[config.mk]
export PLATFORM = sky130hd
export DESIGN_NAME = hex_block_dumper
export DESIGN_NICKNAME = d
export VERILOG_FILES = /design/src/rtl/hexdump_pkg.sv /design/src/rtl/hexdump_datapath.sv /design/src/rtl/hexdump_ctrl.sv /design/src/rtl/hex_block_dumper.sv
export SDC_FILE = /design/constraint.sdc
export NUM_CORES = 1
export LEC_CHECK = 0
export BUFFER_PORTS_ARGS = -buffer_cell sky130_fd_sc_hd__buf_2
export CORE_MARGIN = 1
export CORE_UTILIZATION = 50
export CTS_CLUSTER_DIAMETER = 120
export DETAILED_ROUTE_END_ITERATION = 8
export PLACE_DENSITY = 0.76
export SLEW_MARGIN = 10
export SYNTH_ARGS = -nofsm -noshare
export SYNTH_HDL_FRONTEND = slang
export SYNTH_SLANG_ARGS = --single-unit
export TNS_END_PERCENT = 1
[constraint.sdc]
create_clock -name clk -period 5.75 [get_ports clk]
set_input_delay 0.2875 -clock clk [delete_from_list [all_inputs] [get_ports clk]]
set_output_delay 0.2875 -clock clk [all_outputs]
set_load 0.05 [all_outputs]
[src/rtl/hexdump_pkg.sv]
package hexdump_pkg;
  localparam int PKT_VALS = 5;
  localparam int VAL_W = $clog2(PKT_VALS);
  localparam int NIBS = 4;

  typedef enum logic [1:0] {CK_OPEN_FIRST, CK_OPEN_NEXT, CK_DIGIT, CK_CLOSE} charKind_e;

  typedef struct packed {
    logic latchHdr;
    logic loadVal;
    logic sendChar;
    logic fromHdr;
    charKind_e kind;
    logic [1:0] nib;
    logic [VAL_W-1:0] valIdx;
  } dpStrobe_t;
endpackage

[src/rtl/hexdump_datapath.sv]
module hexdump_datapath
  import hexdump_pkg::*;
#(
  parameter int PRESCALE = 27
) (
  input  logic        clk,
  input  logic        rstN,
  input  dpStrobe_t   strb,
  input  logic [15:0] hdrIndex,
  input  logic [15:0] hdrCount,
  input  logic [15:0] ramData,
  output logic        txLine,
  output logic        uartBusy
);
  localparam int BIT_CYC = 16 * PRESCALE;
  localparam int TMR_W = $clog2(BIT_CYC + 1);

  logic [15:0] hdrIdxQ, hdrCntQ, valReg, hdrVal;
  logic [3:0] nibble;
  logic [7:0] charCode;
  logic [9:0] shiftReg;
  logic [3:0] bitsLeft;
  logic [TMR_W-1:0] tmr;

  always_comb begin
    case (strb.valIdx)
      VAL_W'(1): hdrVal = hdrIdxQ;
      VAL_W'(2): hdrVal = hdrCntQ;
      default:   hdrVal = '0;
    endcase
    case (strb.nib)
      2'd0: nibble = valReg[15:12];
      2'd1: nibble = valReg[11:8];
      2'd2: nibble = valReg[7:4];
      default: nibble = valReg[3:0];
    endcase
    case (strb.kind)
      CK_OPEN_FIRST: charCode = 8'h55;
      CK_OPEN_NEXT:  charCode = 8'h59;
      CK_CLOSE:      charCode = 8'h58;
      default:       charCode = (nibble < 4'd10) ? (8'h30 + {4'd0, nibble})
                                                 : (8'h37 + {4'd0, nibble});
    endcase
  end

  always_ff @(posedge clk or negedge rstN) begin
    if (!rstN) begin
      hdrIdxQ <= '0;
      hdrCntQ <= '0;
      valReg  <= '0;
    end else begin
      if (strb.latchHdr) begin
        hdrIdxQ <= hdrIndex;
        hdrCntQ <= hdrCount;
      end
      if (strb.loadVal) valReg <= strb.fromHdr ? hdrVal : ramData;
    end
  end

  always_ff @(posedge clk or negedge rstN) begin
    if (!rstN) begin
      shiftReg <= '1;
      bitsLeft <= '0;
      tmr      <= '0;
      uartBusy <= 1'b0;
    end else if (!uartBusy) begin
      if (strb.sendChar) begin
        shiftReg <= {1'b1, charCode, 1'b0};
        bitsLeft <= 4'd10;
        tmr      <= '0;
        uartBusy <= 1'b1;
      end
    end else if (tmr == TMR_W'(BIT_CYC - 1)) begin
      tmr      <= '0;
      shiftReg <= {1'b1, shiftReg[9:1]};
      bitsLeft <= bitsLeft - 4'd1;
      if (bitsLeft == 4'd1) uartBusy <= 1'b0;
    end else begin
      tmr <= tmr + TMR_W'(1);
    end
  end

  assign txLine = uartBusy ? shiftReg[0] : 1'b1;
endmodule

[src/rtl/hexdump_ctrl.sv]
module hexdump_ctrl
  import hexdump_pkg::*;
#(
  parameter int SLOT_W = 9,
  parameter int RAM_AW = 12
) (
  input  logic              clk,
  input  logic              rstN,
  input  logic              startReq,
  input  logic [SLOT_W:0]   blockLen,
  input  logic              uartBusy,
  output dpStrobe_t         strb,
  output logic [RAM_AW-1:0] ramAddr,
  output logic              busy
);
  typedef enum logic [2:0] {S_IDLE, S_FETCH, S_LOAD, S_SEND, S_WAIT} state_e;
  typedef enum logic [1:0] {P_OPEN, P_DIGIT, P_CLOSE} phase_e;

  state_e state;
  phase_e phase;
  logic [SLOT_W:0] pkt, lenQ;
  logic [VAL_W-1:0] valIdx;
  logic [1:0] nib;
  logic [RAM_AW-1:0] base;

  always_comb begin
    strb.latchHdr = (state == S_IDLE) && startReq;
    strb.loadVal  = (state == S_LOAD);
    strb.sendChar = (state == S_SEND);
    strb.fromHdr  = (pkt == '0);
    strb.nib      = nib;
    strb.valIdx   = valIdx;
    case (phase)
      P_OPEN:  strb.kind = (pkt == '0) ? CK_OPEN_FIRST : CK_OPEN_NEXT;
      P_DIGIT: strb.kind = CK_DIGIT;
      default: strb.kind = CK_CLOSE;
    endcase
  end

  assign ramAddr = base + RAM_AW'(valIdx);
  assign busy = (state != S_IDLE);

  always_ff @(posedge clk or negedge rstN) begin
    if (!rstN) begin
      state  <= S_IDLE;
      phase  <= P_OPEN;
      pkt    <= '0;
      lenQ   <= '0;
      valIdx <= '0;
      nib    <= '0;
      base   <= '0;
    end else begin
      case (state)
        S_IDLE: if (startReq) begin
          lenQ   <= blockLen;
          pkt    <= '0;
          base   <= '0;
          valIdx <= '0;
          nib    <= '0;
          phase  <= P_OPEN;
          state  <= S_SEND;
        end
        S_FETCH: state <= S_LOAD;
        S_LOAD:  state <= S_SEND;
        S_SEND:  state <= S_WAIT;
        S_WAIT: if (!uartBusy) begin
          case (phase)
            P_OPEN: begin
              phase  <= P_DIGIT;
              valIdx <= '0;
              nib    <= '0;
              state  <= S_FETCH;
            end
            P_DIGIT: begin
              if (nib == 2'd3) begin
                nib <= '0;
                if (valIdx == VAL_W'(PKT_VALS - 1)) begin
                  phase <= P_CLOSE;
                  state <= S_SEND;
                end else begin
                  valIdx <= valIdx + VAL_W'(1);
                  state  <= S_FETCH;
                end
              end else begin
                nib   <= nib + 2'd1;
                state <= S_SEND;
              end
            end
            default: begin
              if (pkt == lenQ) begin
                state <= S_IDLE;
              end else begin
                if (pkt != '0) base <= base + RAM_AW'(PKT_VALS);
                pkt    <= pkt + 1'b1;
                valIdx <= '0;
                phase  <= P_OPEN;
                state  <= S_SEND;
              end
            end
          endcase
        end
        default: state <= S_IDLE;
      endcase
    end
  end
endmodule

[src/rtl/hex_block_dumper.sv]
module hex_block_dumper
  import hexdump_pkg::*;
#(
  parameter int SLOT_W   = 9,
  parameter int PRESCALE = 27,
  localparam int RAM_AW  = $clog2(PKT_VALS * (2 ** SLOT_W))
) (
  input  logic              clk,
  input  logic              rstN,
  input  logic              startReq,
  input  logic [SLOT_W:0]   blockLen,
  input  logic [15:0]       hdrIndex,
  input  logic [15:0]       hdrCount,
  output logic [RAM_AW-1:0] ramAddr,
  input  logic [15:0]       ramData,
  output logic              txLine,
  output logic              busy
);
  dpStrobe_t strb;
  logic uartBusy;

  hexdump_ctrl #(.SLOT_W(SLOT_W), .RAM_AW(RAM_AW)) u_ctrl (
    .clk(clk), .rstN(rstN), .startReq(startReq), .blockLen(blockLen),
    .uartBusy(uartBusy), .strb(strb), .ramAddr(ramAddr), .busy(busy)
  );

  hexdump_datapath #(.PRESCALE(PRESCALE)) u_dp (
    .clk(clk), .rstN(rstN), .strb(strb), .hdrIndex(hdrIndex),
    .hdrCount(hdrCount), .ramData(ramData), .txLine(txLine),
    .uartBusy(uartBusy)
  );
endmodule

==> impl_metrics.env <==
export IMPL_synth_async_reset_ratio=1.00
export IMPL_p_total_uw=2940
export IMPL_postSynth_topFlopCell="dfrtp_1"
export IMPL_crit_cells=8
export IMPL_holdCritPathClass="primary input to flip-flop"
export IMPL_antennaDiodeCount=0
export IMPL_ff2ff_path_depth=4
export IMPL_critPathBufInv=2
export IMPL_wire_length_of_the_first_global_routing_pass_um=23500
export IMPL_critPathMaxFanout=5
export IMPL_layout_area_overhead_vs_synth_pct=17.5
export IMPL_final_fill_count=970
export IMPL_clockRootBuffer="clkbuf_16"
export IMPL_synth_mux_area_fraction=0.0106
export IMPL_timing_critical_path_to_type="primary output"
export IMPL_gp_congestion=0.884
export IMPL_cts_htree_levels=4
export IMPL_chipHeight_um=112
export IMPL_sequential_share_of_the_synthesized_area=0.469
export IMPL_avgSynthCellArea_um2=8.60
export IMPL_finalMaxSlewViolations=0
export IMPL_layout_cells_most_common_list="192 x nand2_1, 104 x dfrtp_1, 73 x buf_2"
export IMPL_final_setup_viol_count=0
export IMPL_vias_per_cell=5.68
export IMPL_clock_sink_count=113
export IMPL_cap_violations=0
export IMPL_synth_warning_count=0
export IMPL_power_per_cell_area_nw_per_um2=414
export IMPL_clock_skew_ps=5.80
export IMPL_timing_slew_headroom=0.219
export IMPL_run_status="complete, but fails checks"
export IMPL_grt_remaining_overflow=0
export IMPL_grt_max_degree=62
export IMPL_worst_skew_pair_late_latency_ps=420
export IMPL_synthesis_area_um2=6050
export IMPL_fmaxAchievable_mhz=366
export IMPL_setup_crit_path_kind="flip-flop to primary output"
export IMPL_drive_gt1_frac=0.167
export IMPL_layout_nets=845
export IMPL_post_drt_wl_per_cell_um=15.0
export IMPL_grtUsageTotal=0.236
export IMPL_register_area_um2=2840
export IMPL_grt_antenna_before_repair=0
export IMPL_ys_types=64
export IMPL_port_buffers=74
export IMPL_drcViolationCount=1
export IMPL_violations="design-rule violations"
export IMPL_synth_top_family_by_area="simple AND/OR/NAND/NOR gates"
export IMPL_cp_start_kind="flip-flop"
export IMPL_clkSlewWorstSetupHoldPaths_ps=60
export IMPL_crit_slowest_cell="dfrtp_1"
export IMPL_vias_in_the_first_global_route=4986
export IMPL_row_count=39
export IMPL_mostFrequentLayoutCell="nand2_1"
export IMPL_vdd_ir_drop_max_v=0.000262
export IMPL_numCtsBuffers=17
export IMPL_post_synth_xor_area_fraction=0.0420
export IMPL_final_hold_violation_count=0
export IMPL_timing_critical_path_max_delay_family="adder cells"
export IMPL_worst_ep_arrival_time_ps=2450
export IMPL_drt_initial_drc_count=406
export IMPL_leak_uw=0.00348
export IMPL_final_min_period_over_clock_period=0.476
export IMPL_synthSimpleGateAreaFrac=0.247
export IMPL_worst_endpoint_required_time_ps=5460
export IMPL_ioPinCount=75
export IMPL_antenna_violating_nets_post_route=0
export IMPL_crit_path_cell_trace="ha_1, inv_1, fa_1, nor2b_1, o21a_1, nand3_1, xnor2_1, buf_2"
export IMPL_final_period_minus_worst_setup_slack_ps=2740
export IMPL_grt_setup_unrepaired="false"
export IMPL_syn_nets=782
export IMPL_core_um2=11600
export IMPL_hold_depth=3
export IMPL_dp_hpwl_um=9320
export IMPL_drt_pass1_iter_count=7
export IMPL_synth_compound_gate_area_share=0.156
export IMPL_placedInstanceArea_um2=6490
export IMPL_postSynthCellCount=703
export IMPL_setup_total_negative_slack_ps=0
export IMPL_dr_total_vias=5238
export IMPL_finalWirelength_um=13800
export IMPL_final_instance_area_um2=7100
export IMPL_multi_input_area_um2=2990
export IMPL_critical_path_max_stage_delay_ps=440
export IMPL_tritoncts="done"
export IMPL_initial_core_util=0.521
export IMPL_ctsResizeCount=0
export IMPL_synth_edff_count=0
export IMPL_max_slew_worst_pin_slew_ps=1170
export IMPL_fp_dieW_um=112
export IMPL_synth_seq_cells=113
export IMPL_clock_path_buffers=2
export IMPL_synth_adder_area_share=0.0385
export IMPL_die_area_um2=12500
[tightest hold or removal path, stage by stage]
cell and delay, ps:
buf_2 70, nand2_1 40, nand2_1 40
[cell families after synthesis]
logic type      after synthesis
mux                           6
simple gates                332
fa+ha+maj                    18
buf+inv                      57
flops                       113
xor+xnor                     29
compound gates              148
[flip-flops by register name (all words and copies together), names as in the netlist]
name           cells
u_ctrl.base       12
u_ctrl.nib         2
u_dp.shiftReg      9
u_dp.uartBusy      1
u_dp.tmr           9
u_ctrl.valIdx      3
u_ctrl.state       3
u_dp.hdrCntQ      16
u_dp.valReg       16
u_ctrl.pkt        10
u_ctrl.lenQ       10
u_dp.hdrIdxQ      16
u_ctrl.phase       2
u_dp.bitsLeft      4
[final timing paths]
| path | startpoint | end | slack, ps |
|---|---|---|---|
| max | u_ctrl.valIdx[0]$_DFFE_PN0P_ | ramAddr[6] | 3010 |
| max in group asynchronous | rstN | u_ctrl.pkt[9]$_DFFE_PN0P_ | 4050 |
| min in group asynchronous | rstN | u_ctrl.base[10]$_DFFE_PN0P_ | 480 |
| min | hdrCount[3] | u_dp.hdrCntQ[3]$_DFFE_PN0P_ | 50 |
| max reg2reg | u_ctrl.state[2]$_DFFE_PN0P_ | u_ctrl.phase[0]$_DFFE_PN0P_ | 3300 |
| min reg2reg | u_dp.shiftReg[0]$_DFFE_PN1P_ | u_dp.shiftReg[0]$_DFFE_PN1P_ | 460 |
[timing repair]
| action | in CTS | in global routing |
|---|---|---|
| setup buffers | 0 | 0 |
| hold endpoints to repair | 46 | 0 |
| hold buffers | 1 | 0 |
[power breakdown]
part           total, uW  internal [uW]  leakage [uW]  switching [uW]
logic                670            231       0.00174             439
clock network       1070            690      0.000277             380
registers           1200           1020       0.00146             178
[metrics by stage]
step	setup slack (ps)	hold slack, ps	std cells	util
detailed placement	3330	399	889	0.559
finish	3010	54.8	922	0.612
global placement	3480	390	889	0.559
global route	2850	56.0	922	0.612
floorplan	3250	-8.09	703	-
CTS	3010	42.9	922	0.612
[area by class of cell]
cell class,count,area share
Multi-Input combinational cell,533,0.420
Sequential cell,113,0.400
Clock buffer,19,0.0623
Timing Repair Buffer,79,0.0581
Tap cell,143,0.0252
Clock inverter,13,0.0229
Inverter,22,0.0116
[synth_stat cells (all sizes together) (7+ instances only)]
| cell type | count | area, um2 |
|---|---|---|
| ha | 17 | 213 |
| buf | 11 | 52.6 |
| nor3 | 10 | 50.1 |
| o21ai | 50 | 254 |
| inv | 22 | 82.6 |
| dfrtp | 104 | 2600 |
| nor2b | 9 | 56.3 |
| dfstp | 9 | 236 |
| and3 | 7 | 43.8 |
| nor2 | 51 | 191 |
| a22oi | 18 | 135 |
| xor2 | 23 | 201 |
| nand2b | 7 | 43.8 |
| clkbuf | 24 | 90.1 |
| a21oi | 35 | 186 |
| nand2 | 193 | 727 |
| or4 | 8 | 60.1 |
| nand3 | 20 | 100 |
| nand4 | 8 | 56.3 |
[per-layer routing]
| layer | share of wire | vias up | global-route usage | wire (um) |
|---|---|---|---|---|
| met1 | 0.48 | 2510 | 0.330 | 6600 |
| met4 | 0.015 | 0 | 0.0907 | 203 |
| met5 | 0 | - | 0 | 0 |
| li1 | - | 2553 | - | - |
| met3 | 0.049 | 16 | 0.0555 | 673 |
| met2 | 0.46 | 159 | 0.356 | 6360 |
Power figures use the tool's default switching activity.
